### src/rtl/cbm_pkg.sv
package cbm_pkg;

    localparam int unsigned CBM_AW_DEF = 8;
    localparam int unsigned CBM_DW_DEF = 64;

    typedef enum logic [2:0] {
        PH_IDLE  = 3'd0,
        PH_REQ   = 3'd1,
        PH_GWAIT = 3'd2,
        PH_CMD   = 3'd3,
        PH_XFER  = 3'd4
    } phase_e;

    typedef enum logic {
        OP_RD = 1'b0,
        OP_WR = 1'b1
    } op_e;

    typedef struct packed {
        logic req;
        logic cmd;
        logic xfer;
    } bus_ctl_t;

    function automatic bus_ctl_t decode_phase(phase_e ph);
        bus_ctl_t c;
        c.req  = (ph == PH_REQ);
        c.cmd  = (ph == PH_CMD);
        c.xfer = (ph == PH_XFER);
        return c;
    endfunction

    function automatic logic phase_busy(phase_e ph);
        return ph != PH_IDLE;
    endfunction

endpackage

### src/rtl/cbm_req_latch.sv
module cbm_req_latch
    import cbm_pkg::*;
#(
    parameter int unsigned AW = CBM_AW_DEF,
    parameter int unsigned DW = CBM_DW_DEF
) (
    input  logic          clk,
    input  logic          rst,
    input  logic          idle,
    input  logic          usr_get,
    input  logic [AW-1:0] usr_get_addr,
    input  logic          usr_put,
    input  logic [AW-1:0] usr_put_addr,
    input  logic [DW-1:0] usr_wdata,
    output logic          accept,
    output op_e           op_q,
    output logic [AW-1:0] addr_q,
    output logic [DW-1:0] wdata_q
);

    assign accept = idle && (usr_get || usr_put);

    always_ff @(posedge clk) begin
        if (rst) begin
            op_q    <= OP_RD;
            addr_q  <= '0;
            wdata_q <= '0;
        end else if (accept) begin
            if (usr_get) begin
                op_q   <= OP_RD;
                addr_q <= usr_get_addr;
            end else begin
                op_q    <= OP_WR;
                addr_q  <= usr_put_addr;
                wdata_q <= usr_wdata;
            end
        end
    end

endmodule

### src/rtl/cbm_sequencer.sv
module cbm_sequencer
    import cbm_pkg::*;
(
    input  logic   clk,
    input  logic   rst,
    input  logic   accept,
    input  logic   gnt,
    output phase_e phase,
    output logic   done
);

    phase_e phase_nx;

    always_comb begin
        phase_nx = phase;
        unique case (phase)
            PH_IDLE:  if (accept) phase_nx = PH_REQ;
            PH_REQ:   phase_nx = PH_GWAIT;
            PH_GWAIT: phase_nx = gnt ? PH_CMD : PH_REQ;
            PH_CMD:   phase_nx = PH_XFER;
            PH_XFER:  phase_nx = PH_IDLE;
            default:  phase_nx = PH_IDLE;
        endcase
    end

    always_ff @(posedge clk) begin
        if (rst) begin
            phase <= PH_IDLE;
            done  <= 1'b0;
        end else begin
            phase <= phase_nx;
            done  <= (phase == PH_XFER);
        end
    end

endmodule

### src/rtl/cbm_bus_drive.sv
module cbm_bus_drive
    import cbm_pkg::*;
#(
    parameter int unsigned AW = CBM_AW_DEF,
    parameter int unsigned DW = CBM_DW_DEF
) (
    input  logic          clk,
    input  logic          rst,
    input  bus_ctl_t      ctl,
    input  op_e           op,
    input  logic [AW-1:0] addr_q,
    input  logic [DW-1:0] wdata_q,
    input  logic [DW-1:0] rdata,
    input  logic          rdata_vld,
    output logic          cmd_rd,
    output logic          cmd_wr,
    output logic [AW-1:0] bus_addr,
    output logic          addr_vld,
    output logic [DW-1:0] bus_wdata,
    output logic          wdata_vld,
    output logic [DW-1:0] rbuf
);

    logic is_wr;
    assign is_wr = (op == OP_WR);

    always_comb begin
        cmd_rd    = ctl.cmd && !is_wr;
        cmd_wr    = ctl.cmd && is_wr;
        addr_vld  = ctl.xfer;
        bus_addr  = ctl.xfer ? addr_q : '0;
        wdata_vld = ctl.xfer && is_wr;
        bus_wdata = (ctl.xfer && is_wr) ? wdata_q : '0;
    end

    always_ff @(posedge clk) begin
        if (rst) begin
            rbuf <= '0;
        end else if (ctl.xfer && !is_wr && rdata_vld) begin
            rbuf <= rdata;
        end
    end

endmodule

### src/rtl/cmd_bus_master.sv
module cmd_bus_master
    import cbm_pkg::*;
#(
    parameter int unsigned AW = CBM_AW_DEF,
    parameter int unsigned DW = CBM_DW_DEF
) (
    input  logic          clk,
    input  logic          rst,
    input  logic          usr_get,
    input  logic [AW-1:0] usr_get_addr,
    input  logic          usr_put,
    input  logic [AW-1:0] usr_put_addr,
    input  logic [DW-1:0] usr_wdata,
    output logic [DW-1:0] usr_rdata,
    output logic          usr_busy,
    output logic          usr_done,
    output logic          bus_request,
    input  logic          bus_grant,
    output logic          cmd_rd,
    output logic          cmd_wr,
    output logic [AW-1:0] bus_addr,
    output logic          bus_addr_vld,
    output logic [DW-1:0] bus_wdata,
    output logic          bus_wdata_vld,
    input  logic [DW-1:0] bus_rdata,
    input  logic          bus_rdata_vld
);

    phase_e        phase;
    bus_ctl_t      ctl;
    logic          accept;
    op_e           op_q;
    logic [AW-1:0] addr_q;
    logic [DW-1:0] wdata_q;

    assign ctl         = decode_phase(phase);
    assign usr_busy    = phase_busy(phase);
    assign bus_request = ctl.req;

    cbm_req_latch #(.AW(AW), .DW(DW)) i_latch (
        .clk          (clk),
        .rst          (rst),
        .idle         (!usr_busy),
        .usr_get      (usr_get),
        .usr_get_addr (usr_get_addr),
        .usr_put      (usr_put),
        .usr_put_addr (usr_put_addr),
        .usr_wdata    (usr_wdata),
        .accept       (accept),
        .op_q         (op_q),
        .addr_q       (addr_q),
        .wdata_q      (wdata_q)
    );

    cbm_sequencer i_seq (
        .clk    (clk),
        .rst    (rst),
        .accept (accept),
        .gnt    (bus_grant),
        .phase  (phase),
        .done   (usr_done)
    );

    cbm_bus_drive #(.AW(AW), .DW(DW)) i_drive (
        .clk       (clk),
        .rst       (rst),
        .ctl       (ctl),
        .op        (op_q),
        .addr_q    (addr_q),
        .wdata_q   (wdata_q),
        .rdata     (bus_rdata),
        .rdata_vld (bus_rdata_vld),
        .cmd_rd    (cmd_rd),
        .cmd_wr    (cmd_wr),
        .bus_addr  (bus_addr),
        .addr_vld  (bus_addr_vld),
        .bus_wdata (bus_wdata),
        .wdata_vld (bus_wdata_vld),
        .rbuf      (usr_rdata)
    );

endmodule

### config.mk
export PLATFORM = sky130hd
export DESIGN_NAME = cmd_bus_master
export DESIGN_NICKNAME = d
export VERILOG_FILES = /design/src/rtl/cbm_pkg.sv /design/src/rtl/cbm_req_latch.sv /design/src/rtl/cbm_sequencer.sv /design/src/rtl/cbm_bus_drive.sv /design/src/rtl/cmd_bus_master.sv
export SDC_FILE = /design/constraint.sdc
export NUM_CORES = 1
export LEC_CHECK = 0
export ABC_AREA = 1
export ABC_CLOCK_PERIOD_IN_PS = 1400
export BUFFER_PORTS_ARGS = -buffer_cell sky130_fd_sc_hd__buf_2
export CAP_MARGIN = 15
export CORE_MARGIN = 2
export CORE_UTILIZATION = 42
export CTS_CLUSTER_DIAMETER = 40
export DETAILED_ROUTE_END_ITERATION = 8
export PLACE_DENSITY = 0.76
export SLEW_MARGIN = 15
export SYNTH_ARGS = -nofsm -noshare
export SYNTH_HDL_FRONTEND = slang
export SYNTH_SLANG_ARGS = --single-unit
export TNS_END_PERCENT = 5
### constraint.sdc
create_clock -name clk -period 1.4 [get_ports clk]
set_clock_uncertainty 0.15 [all_clocks]
set_input_delay 0.14 -clock clk [delete_from_list [all_inputs] [get_ports clk]]
set_output_delay 0.14 -clock clk [all_outputs]
set_load 0.1 [all_outputs]
# Yosys cells after proc, flatten, opt, wreduce, memory -nomap -nowiden
# Index checks and enable logic that the tools add are counted.
# Widths: inputs -> output; s select.
# word_totals
reg_bits	141
input_bits	150
out_inout_bits	143
elab_cells	31
# op_classes
eq_ne	5
n_mux	7
bitwise	1
reduce_logical	12
# ops
op	n
$mux 64	1
$mux 8	2
$pmux 3 s4	1
$eq 3x2->1 const B	2
$logic_and 1x1->1	6
$eq 3x1->1 const B	1
$eq 3x3->1 const B	1
$logic_not 3->1	1
$mux 3	1
$reduce_bool 3->1	1
$logic_not 1->1	2
$mux 2	1
$ne 2x2->1 const B	1
$reduce_and 2->1	1
$logic_or 1x1->1	1
$mux 1	1
$not 1->1	1

# Depth between registers and ports, before layout
# Gate-level depths: netlist of run 1.
# depth
word_depth	5
mapped_depth	8
depth_no_buf	6

# Hierarchy
# Synthesis of run 1 repeated with hierarchy kept, for this count alone.
# unflattened
hier_cells	1081
hier_area_um2	6586.3
# by_module_without_submodules
module	n_inst	cells_each	area_per_inst_um2	seq_area_each_um2
cbm_bus_drive	1	566	3273.1	1281.2
cbm_req_latch	1	487	3128.0	1461.4
cbm_sequencer	1	18	141.4	80.1
cmd_bus_master	1	10	43.8	0.0

# Least setup slack after synthesis of run 1
# Ideal clock, no wire load.
# synth_timing
path_kind	reg2out
start	reg i_seq.phase[0]
end	out bus_wdata[0]
t_arrival_ps	2644
required_time_ps	1110
setup_slack_ps	-1534
stages_incl_launch_ff	8
path_buffers	2
path_cell_list	dfxtp_1 nor2_4 nand2_1 buf_4 inv_2 nand2_1 buf_2 nor2_1
# synth_between
elab_chain_len	3
# synth_rtl
element	line	source
start: declaration	cbm_sequencer.sv:8	output phase_e phase,
start signal: assignment	cbm_sequencer.sv:31	phase <= phase_nx;
$eq 3x3->1	cbm_pkg.sv:29	c.xfer = (ph == PH_XFER);
via bus_addr_vld	cmd_bus_master.sv:22	output logic bus_addr_vld,
$logic_and 1x1->1	cbm_bus_drive.sv:33	bus_wdata = (ctl.xfer && is_wr) ? wdata_q : '0;
$mux 64	cbm_bus_drive.sv:33	
end: declaration	cmd_bus_master.sv:23	output logic [DW-1:0] bus_wdata,
# The timed path passes the listed nets, and every way through them passes these cells.

# Final worst setup path of run 1
# layout_timing
start	reg i_seq.phase[0]
end	out bus_wdata[38]
# layout_between
elab_chain_len	3
# layout_rtl
element	line
$eq 3x3->1	cbm_pkg.sv:29
$logic_and 1x1->1	cbm_bus_drive.sv:33
$mux 64	cbm_bus_drive.sv:33
# No other way between the ends.

==> impl_metrics.json, run 1 <==
{
  "outcome": "finished, violations left",
  "violations": "negative setup slack",
  "ys_warn_count": 0,
  "drc": 0,
  "async_flop_share_pct": 0,
  "port_buffers": 292,
  "synth_area_leader_cell": "dfxtp_1",
  "path_clk_slew_ps": 60,
  "drt-total-wl_microns": 29000,
  "finalMaxSlewViolations": 0,
  "holdWs_ps": 115,
  "cts_tree": "yes",
  "critPathBufInv": 3,
  "crit_chain": "nor2_4, nand2_4, inv_16, nand2_8, buf_16, nor2_4, buf_12",
  "rsz0062_at_grt": "true",
  "drtAntennaViolNets": 0,
  "max_stage_delay_ps": 330,
  "worst_setup_path_start_kind": "flop",
  "synth_edf_count": 0,
  "fin_cells": 1664,
  "start_util_pct": 43.3,
  "worstSetupPathType": "flop to output pin",
  "gp_congestion": 0.824,
  "fin_util_pct": 85.6,
  "fin_nets": 1615,
  "rows": 44,
  "clk_latency_ps": 410,
  "rr_worst_depth": 10,
  "ios": 293,
  "final.min_clock_period_ps": 1990,
  "p_leak_nw": 6.03,
  "hold_depth": 6,
  "synthTopCellsByArea": "dfxtp_1, nand2_1, nor2_1, inv_1, nor2_2",
  "synth_area_sq_um": 6340,
  "fin_total_pwr_mw": 10.5,
  "yosys_register_bits": 141,
  "num_vias": 8372,
  "dp_hpwl_microns": 13900,
  "critPathMaxFanout": 8,
  "grt_pass1_wl_microns": 43500,
  "synth_commonest_cells": "nand2_1, nor2_1, dfxtp_1, inv_1, nor2_2",
  "setup_ws_ps": -585,
  "tightest_slew_ps": 300,
  "slowest_stage": "dfxtp_2",
  "syn_nets": 1150,
  "maxCapViolations": 0,
  "clock-sinks": 141,
  "netlist_instances": 1000,
  "antenna_found_initial": 2,
  "grt_pass1_vias": 8637,
  "die_y_microns": 127,
  "dp_cells": 1476,
  "critical_path.endpoint_type": "output pin",
  "cp_common_cell": "nor2_4",
  "overflow": 0,
  "grt_max_degree": 56,
  "required_ps": 1110,
  "arrival_ps": 1700,
  "cellPowerDensity_nw_per_um2": 835,
  "vdd_drop_max_v": 0.000814,
  "ys.flop_type": "dfxtp_1",
  "cp.depth": 7,
  "wl_per_cell_microns": 17.5,
  "vias_per_cell": 5.03,
  "max_freq_mhz": 504,
  "drtIter0Drc": 681,
  "dieWidth_microns": 127,
  "synth_top_area_share_pct": 44.5,
  "finalSetupViolations": 212,
  "synth_cell_type_count": 18,
  "core_sq_um": 14600,
  "clk_path_buf_depth": 2,
  "firstDrtPassIters": 5,
  "cts_buffers": 17,
  "relSlewSlack_pct": 80.2,
  "htree_levels": 4,
  "ys_seq_area_share_pct": 44.5,
  "pre_cts_slack_ps": -245,
  "die_area_sq_um": 16100,
  "track_usage_pct": 34.4,
  "avgSynthCellArea_sq_um": 6.34,
  "drive_gt1_share_pct": 34.2,
  "worstHoldPathType": "input port to flop",
  "min_period_over_period_pct": 142,
  "critPathTopFamily": "simple AND/OR/NAND/NOR gates",
  "syn_to_final_growth_pct": 97.7,
  "hold_viol": 0,
  "cts_root_buf": "clkbuf_16"
}
[power breakdown]
part,total [mW],switching (mW),internal [mW]
logic,2.01,1.16,0.848
registers,4.28,0.0758,4.20
clock network,4.17,1.78,2.40
total,10.5,3.01,7.45
[logic make-up (layout without fill, tap and decap cells)]
| logic type | count (synthesis) | count (layout) | share of synthesized area (%) |
|---|---|---|---|
| flip-flops | 141 | 141 | 44.5 |
| AND/OR/NAND/NOR | 661 | 662 | 41.4 |
| other | 0 | 2 | 0 |
| AO/OA/AOI/OAI | 3 | 3 | 0.237 |
| buffers and inverters | 195 | 672 | 13.8 |
[layout by cell type, fill, tap and decap left out, drive strengths merged]
cell type and count:
nor2 353, buf 348, nand2 304, dlygate4sd3 148, inv 144, dfxtp 141, clkbuf 23, clkinv 6
clkinvlp 3, nand3 3, diode 2, a21oi 2, nand4 1, or2 1, o21ai 1
[stage by stage]
step,instance area [sq um],TNS (ps)
detailed placement,9990,-29350
global route,12500,-92920
global placement,9990,-24640
CTS,12400,-64610
finish,12500,-81040
floorplan,6810,-40160
[final timing paths]
kind	from	endpoint	slack, ps
setup / recovery	i_seq.phase[0]$_SDFFE_PP0P_	bus_wdata[38]	-590
setup reg to reg	i_seq.phase[0]$_SDFFE_PP0P_	i_drive.rbuf[10]$_SDFFE_PP0P_	-440
hold / removal	usr_get	i_latch.addr_q[4]$_SDFFE_PP0P_	110
hold reg to reg	i_drive.rbuf[45]$_SDFFE_PP0P_	i_drive.rbuf[45]$_SDFFE_PP0P_	340
[registers in the layout, indices dropped and copies added, names as in the netlist]
| signal | count |
|---|---|
| i_latch.op_q | 1 |
| i_drive.rbuf | 64 |
| i_seq.done | 1 |
| i_seq.phase | 3 |
| i_latch.addr_q | 8 |
| i_latch.wdata_q | 64 |
[worst min-delay path: stages]
cell     delay (ps)
buf_2           120
buf_4           160
nand2_1          60
nand2_1          50
nor2_1           40
nor2_1           80
[timing repair]
action                                 in CTS  in global routing
setup endpoints to repair                 266                224
pin swaps                                   4                  4
setup buffers                               1                  1
gates cloned                                3                  1
endpoints found under the hold margin     141                  0
hold buffers                              148                  0
resized for setup                          97                 41
[routing by layer]
metal / vias to the layer above / track usage, % / share of wire (%)
li1: 3785 / - / -
met3: 160 / 7.84 / 8.1
met2: 556 / 63.3 / 52
met4: 0 / 21.5 / 6.4
met5: - / 0 / 0
met1: 3871 / 35.1 / 34
[cell type report]
cell class | instances | area, sq um
Timing Repair Buffer | 497 | 5150
Multi-Input combinational cell | 665 | 3220
Sequential cell | 141 | 2830
Fill cell | 645 | 2110
Inverter | 143 | 558
Clock buffer | 22 | 474
Tap cell | 184 | 230
Clock inverter | 10 | 65.1
Antenna cell | 2 | 5.00
No activity file was read; power rests on OpenSTA's default activity.
==> run 2, diff against run 1 <==
--- a/config.mk
+++ b/config.mk
@@ -13,7 +13,8 @@
 export CORE_UTILIZATION = 42
 export CTS_CLUSTER_DIAMETER = 40
 export DETAILED_ROUTE_END_ITERATION = 8
-export PLACE_DENSITY = 0.76
+export PLACE_DENSITY_LB_ADDON = 0.12
+export SETUP_SLACK_MARGIN = 0.2
 export SLEW_MARGIN = 15
 export SYNTH_ARGS = -nofsm -noshare
 export SYNTH_HDL_FRONTEND = slang
==> run 2 against run 1 <==
- the run still ends with negative setup slack left
- flip-flop and latch count did not move
- sequential power barely moved
- worst setup slack improved by 5.6 ps
- largest cell class unchanged
==> impl_metrics.json, run 2 (synthesis results as in run 1) <==
{
  "dieWidth_microns": 127,
  "layout_common_cells": "nand2_1, nor2_1, buf_12",
  "drtAntennaViolNets": 0,
  "min_period_over_period_pct": 141,
  "arrival_ps": 1690,
  "relSlewSlack_pct": 68.4,
  "drt-total-wl_microns": 29600,
  "grt_max_degree": 37,
  "final_common_cell": "nand2_1",
  "p_leak_nw": 6.17,
  "wl_met1_microns": 9940,
  "ios": 293,
  "path_clk_slew_ps": 60,
  "setup_ws_ps": -580,
  "highest_layer": "met4",
  "htree_levels": 4,
  "overflow": 0,
  "wl_per_cell_microns": 17.9,
  "critPathMaxFanout": 7,
  "core_sq_um": 14600,
  "dp_hpwl_microns": 13100,
  "rows": 44,
  "drc": 0,
  "fin_area_sq_um": 13200,
  "cellPowerDensity_nw_per_um2": 821,
  "cts_buffers": 17,
  "cts_tree": "yes",
  "critical_path.endpoint_type": "output pin",
  "track_usage_pct": 33.3,
  "gp_congestion": 0.821,
  "grt_pass1_vias": 8480,
  "start_util_pct": 43.3,
  "num_vias": 8323,
  "violations": "negative setup slack",
  "hold_viol": 0,
  "final.min_clock_period_ps": 1980,
  "die_area_sq_um": 16100,
  "worst_setup_path_start_kind": "flop",
  "ff2ff_setup_slack_ps": -370,
  "die_y_microns": 127,
  "drive_gt1_share_pct": 33.9,
  "clk_path_buf_depth": 2,
  "required_ps": 1110,
  "top_regs": "i_drive.rbuf (64), i_latch.wdata_q (64), i_latch.addr_q (8)",
  "cts_root_buf": "clkbuf_16",
  "max_freq_mhz": 505,
  "dp_cells": 1466,
  "dr_wl_met3_microns": 2320,
  "port_buffers": 292,
  "dr_wl_met2_microns": 15200,
  "antenna_found_initial": 2,
  "maxCapViolations": 0,
  "vdd_drop_max_v": 0.000779,
  "grt_pass1_wl_microns": 42100,
  "dpl-instance-area_sq_um": 9940,
  "clock-sinks": 141,
  "clk_latency_ps": 410,
  "finalSetupViolations": 215,
  "outcome": "finished, violations left",
  "worstHoldPathType": "input port to flop",
  "fin_cells": 1656,
  "worstSetupPathType": "flop to output pin",
  "holdWs_ps": 107,
  "drtIter0Drc": 642,
  "rsz0062_at_grt": "true",
  "tightest_slew_ps": 472,
  "finalMaxSlewViolations": 0,
  "firstDrtPassIters": 5,
  "vias_per_cell": 5.03,
  "syn_to_final_growth_pct": 109,
  "pre_cts_slack_ps": -234,
  "fin_nets": 1607
}
[run 2: final cells by class]
type	instances	area [sq um]
Antenna cell	2	5.00
Clock buffer	19	443
Clock inverter	13	143
Fill cell	564	1410
Inverter	143	558
Multi-Input combinational cell	665	3200
Sequential cell	141	2830
Tap cell	184	230
Timing Repair Buffer	489	5830
[run 2: per-stage QoR]
step	utilization, %	power (mW)	TNS [ps]
after floorplan	-	5.26	-40160
after global placement	67.9	5.73	-19410
after detailed placement	67.9	5.77	-24910
after CTS	88.7	10.6	-59800
after global routing	90.4	11.2	-88860
final	90.4	10.9	-75840
[run 2: worst paths after layout]
kind                                                    start                          endpoint  cells after the start
worst min register to register  i_drive.rbuf[33]$_SDFFE_PP0P_     i_drive.rbuf[33]$_SDFFE_PP0P_                      2
worst max register to register    i_seq.phase[0]$_SDFFE_PP0P_  i_latch.wdata_q[62]$_SDFFE_PP0P_                     10
worst min-delay path                                  usr_get       i_seq.phase[0]$_SDFFE_PP0P_                      5
worst max-delay path              i_seq.phase[0]$_SDFFE_PP0P_                     bus_wdata[52]                      7
[run 2: per-layer routing]
layer,vias to the layer above,global-route usage [%]
met2,563,60.7
met1,3808,32.3
met3,183,8.60
li1,3769,-
met4,0,24.4
met5,-,0
[run 2: worst max-delay path, cell delays in order, from the launching register on]
cell and delay [ps]:
dfxtp_2 340, nor2_4 140, nand2_4 110, inv_16 90, nand2_8 90, clkbuf_16 200, nor2_4 110, buf_12 180
[run 2: power by group]
| part | total, mW | leakage (nW) | switching [mW] | internal [mW] |
|---|---|---|---|---|
| Combinational | 2.04 | 4.75 | 1.15 | 0.885 |
| Clock | 4.54 | 0.272 | 1.86 | 2.68 |
| Sequential | 4.28 | 1.15 | 0.0801 | 4.20 |
| Total | 10.9 | 6.17 | 3.10 | 7.76 |
[run 2: timing repair]
action	CTS	global route
hold buffers	148	0
pin swaps	3	8
setup buffers	2	1
gates cloned	0	5
hold endpoints to repair	141	0
setup endpoints to repair	281	281
resized for setup	264	36
==> run 3, diff against run 2 <==
--- a/config.mk
+++ b/config.mk
@@ -10,7 +10,7 @@
 export BUFFER_PORTS_ARGS = -buffer_cell sky130_fd_sc_hd__buf_2
 export CAP_MARGIN = 15
 export CORE_MARGIN = 2
-export CORE_UTILIZATION = 42
+export CORE_UTILIZATION = 43
 export CTS_CLUSTER_DIAMETER = 40
 export DETAILED_ROUTE_END_ITERATION = 8
 export PLACE_DENSITY_LB_ADDON = 0.12
@@ -18,5 +18,6 @@
 export SLEW_MARGIN = 15
 export SYNTH_ARGS = -nofsm -noshare
 export SYNTH_HDL_FRONTEND = slang
+export SYNTH_HIERARCHICAL = 1
 export SYNTH_SLANG_ARGS = --single-unit
 export TNS_END_PERCENT = 5
==> run 3 against run 2 <==
- synthesized cell count increased by 8.1%
- non-clock buffer count decreased by 1
- highest routed layer unchanged
- the run still ends with negative setup slack left
- hold slack got worse by 9.8 ps
- global-route usage decreased by 0.13 points
- critical path type unchanged
- total power increased by 5.6%
- clock power decreased by 4%
==> impl_metrics.json, run 3 <==
{
  "drtIter0Drc": 684,
  "worst_setup_path_start_kind": "flop",
  "synth_area_sq_um": 6590,
  "clk_latency_ps": 420,
  "intPower_mw": 7.98,
  "drtAntennaViolNets": 0,
  "num_vias": 8361,
  "fin_nets": 1686,
  "path_clk_slew_ps": 60,
  "wl_per_cell_microns": 16.2,
  "outcome": "finished, violations left",
  "netlist_instances": 1081,
  "grt_pass1_wl_microns": 42600,
  "hold_viol": 0,
  "final.min_clock_period_ps": 2130,
  "critPathMaxFanout": 6,
  "die_y_microns": 128,
  "critPathTopFamily": "buffers and inverters",
  "gp_congestion": 0.814,
  "cts_root_buf": "clkbuf_16",
  "antenna_found_initial": 0,
  "vias_per_cell": 4.81,
  "maxCapViolations": 0,
  "overflow": 0,
  "p_leak_nw": 6.50,
  "min_period_over_period_pct": 152,
  "max_freq_mhz": 470,
  "core_sq_um": 15100,
  "dp_hpwl_microns": 13100,
  "cts_buffers": 17,
  "synthTopCellsByArea": "dfxtp_1, nor2_1, nand2_1, inv_1, buf_6",
  "cp_common_cell": "buf_12",
  "synth.most_common_cell": "nor2_1",
  "synth_edf_count": 0,
  "grt_max_degree": 73,
  "p_sw_share_pct": 30.4,
  "slowest_stage": "dfxtp_2",
  "p_clk_share_pct": 37.9,
  "yosys_register_bits": 141,
  "firstDrtPassIters": 5,
  "grt_pass1_vias": 8416,
  "worstSetupPathType": "flop to output pin",
  "dieWidth_microns": 128,
  "ys_warn_count": 6,
  "ys.flop_type": "dfxtp_1",
  "drc": 0,
  "critPathBufInv": 5,
  "relSlewSlack_pct": 63.6,
  "drive_gt1_share_pct": 31.0,
  "finalMaxSlewViolations": 0,
  "clock-sinks": 141,
  "port_buffers": 292,
  "switching_power_mw": 3.49,
  "violations": "negative setup slack",
  "finalSetupViolations": 216,
  "fin_total_pwr_mw": 11.5,
  "seqPwrFrac_pct": 39.2,
  "synth_area_leader_cell": "dfxtp_1",
  "fin_util_pct": 88.5,
  "rsz0062_at_grt": "true",
  "die_area_sq_um": 16300,
  "arrival_ps": 1840,
  "synth_cell_type_count": 19,
  "layout_common_cells": "nand2_1, nor2_1, inv_1",
  "rr_worst_depth": 10,
  "ios": 293,
  "final_common_cell": "nand2_1",
  "clk_path_buf_depth": 2,
  "cp.depth": 9,
  "async_flop_share_pct": 0,
  "crit_chain": "inv_2, nand2_2, nor2_2, buf_6, nand2_8, buf_12, clkbuf_16, nor2_4, buf_12",
  "rows": 45,
  "max_stage_delay_ps": 330,
  "combPwrFrac_pct": 22.9,
  "syn_to_final_growth_pct": 103,
  "hold_depth": 4,
  "setup_ws_ps": -729,
  "track_usage_pct": 33.1,
  "required_ps": 1110,
  "htree_levels": 4,
  "synth_commonest_cells": "nor2_1, nand2_1, inv_1, dfxtp_1, buf_4",
  "ys_seq_area_share_pct": 42.9,
  "avgSynthCellArea_sq_um": 6.09,
  "start_util_pct": 43.6,
  "cellPowerDensity_nw_per_um2": 859,
  "top_regs": "i_drive/rbuf (64), i_latch/wdata_q (64), i_latch/addr_q (8)",
  "cts_tree": "yes",
  "worstHoldPathType": "input port to flop",
  "synth_top_area_share_pct": 42.9,
  "drt-total-wl_microns": 28200,
  "syn_nets": 1231,
  "critical_path.endpoint_type": "output pin",
  "vdd_drop_max_v": 0.000786,
  "tightest_slew_ps": 544
}
[run 3: logic make-up (layout without fill, tap and decap cells)]
| kind of cell | Yosys count | count (layout) | synth area share (%) |
|---|---|---|---|
| other | 0 | 1 | 0 |
| buffers and inverters | 273 | 741 | 18.4 |
| AO/OA/AOI/OAI | 3 | 3 | 0.399 |
| AND/OR/NAND/NOR | 664 | 664 | 38.4 |
| flip-flops | 141 | 141 | 42.9 |
[run 3: tightest hold or removal path, cell delays in order]
cell and delay (ps):
buf_2 140, o21ai_4 170, nor2_1 130, nor2_1 50
[run 3: path summary, 6_finish.rpt]
kind / start / end / slack (ps)
worst max-delay path: i_seq/phase[1]$_SDFFE_PP0P_ / bus_wdata[35] / -730
worst min-delay path: usr_put / i_latch/addr_q[0]$_SDFFE_PP0P_ / 100
worst max register to register: i_seq/phase[1]$_SDFFE_PP0P_ / i_drive/rbuf[37]$_SDFFE_PP0P_ / -430
worst min register to register: i_latch/wdata_q[46]$_SDFFE_PP0P_ / i_latch/wdata_q[46]$_SDFFE_PP0P_ / 360
[run 3: repair_timing]
action / in CTS / in global routing
gates resized for setup: 240 / 29
buffers inserted: 1 / 9
hold endpoints to repair: 141 / 0
endpoints found under the setup margin: 281 / 281
hold buffers: 148 / 0
gates cloned: 0 / 4
pin swaps: 5 / 8
[run 3: layout make-up]
cell class              count  area, sq um
flip-flops and latches    141         2830
diodes                      1         2.50
clock inverters             8         92.6
repair buffers            488         5760
inverters                 221          838
fillers                   675         1730
multi-input cells         667         3150
clock buffers              24          452
well taps                 188          235
[run 3: per-stage QoR]
stage | area (sq um) | TNS [ps] | setup WS, ps | instances | hold slack, ps
5_1_grt | 13400 | -94060 | -805 | 1737 | 101
6_report | 13400 | -78690 | -729 | 1738 | 97.5
2_1_floorplan | 7180 | -38680 | -478 | 1081 | 59.1
4_1_cts | 13000 | -59030 | -684 | 1724 | 29.8
3_3_place_gp | 10100 | -25950 | -200 | 1543 | 209
3_5_place_dp | 10100 | -28640 | -223 | 1543 | 216
[run 3: metal layers]
metal,global-route usage [%],wire [microns],vias up
li1,-,-,3920
met1,34.7,10000,3820
met2,58.3,14200,480
met3,9.81,2250,141
met4,20.6,1740,0
met5,0,0,-
[run 3: power by group through the flow]
stage / Combinational [mW] / Clock, mW / Sequential, mW
after floorplan: 1.27 / 0 / 4.69
after global routing: 2.84 / 4.54 / 4.53
after global placement: 1.96 / 0 / 4.53
final: 2.63 / 4.34 / 4.50
after detailed placement: 1.99 / 0 / 4.55
after CTS: 2.44 / 4.33 / 4.47
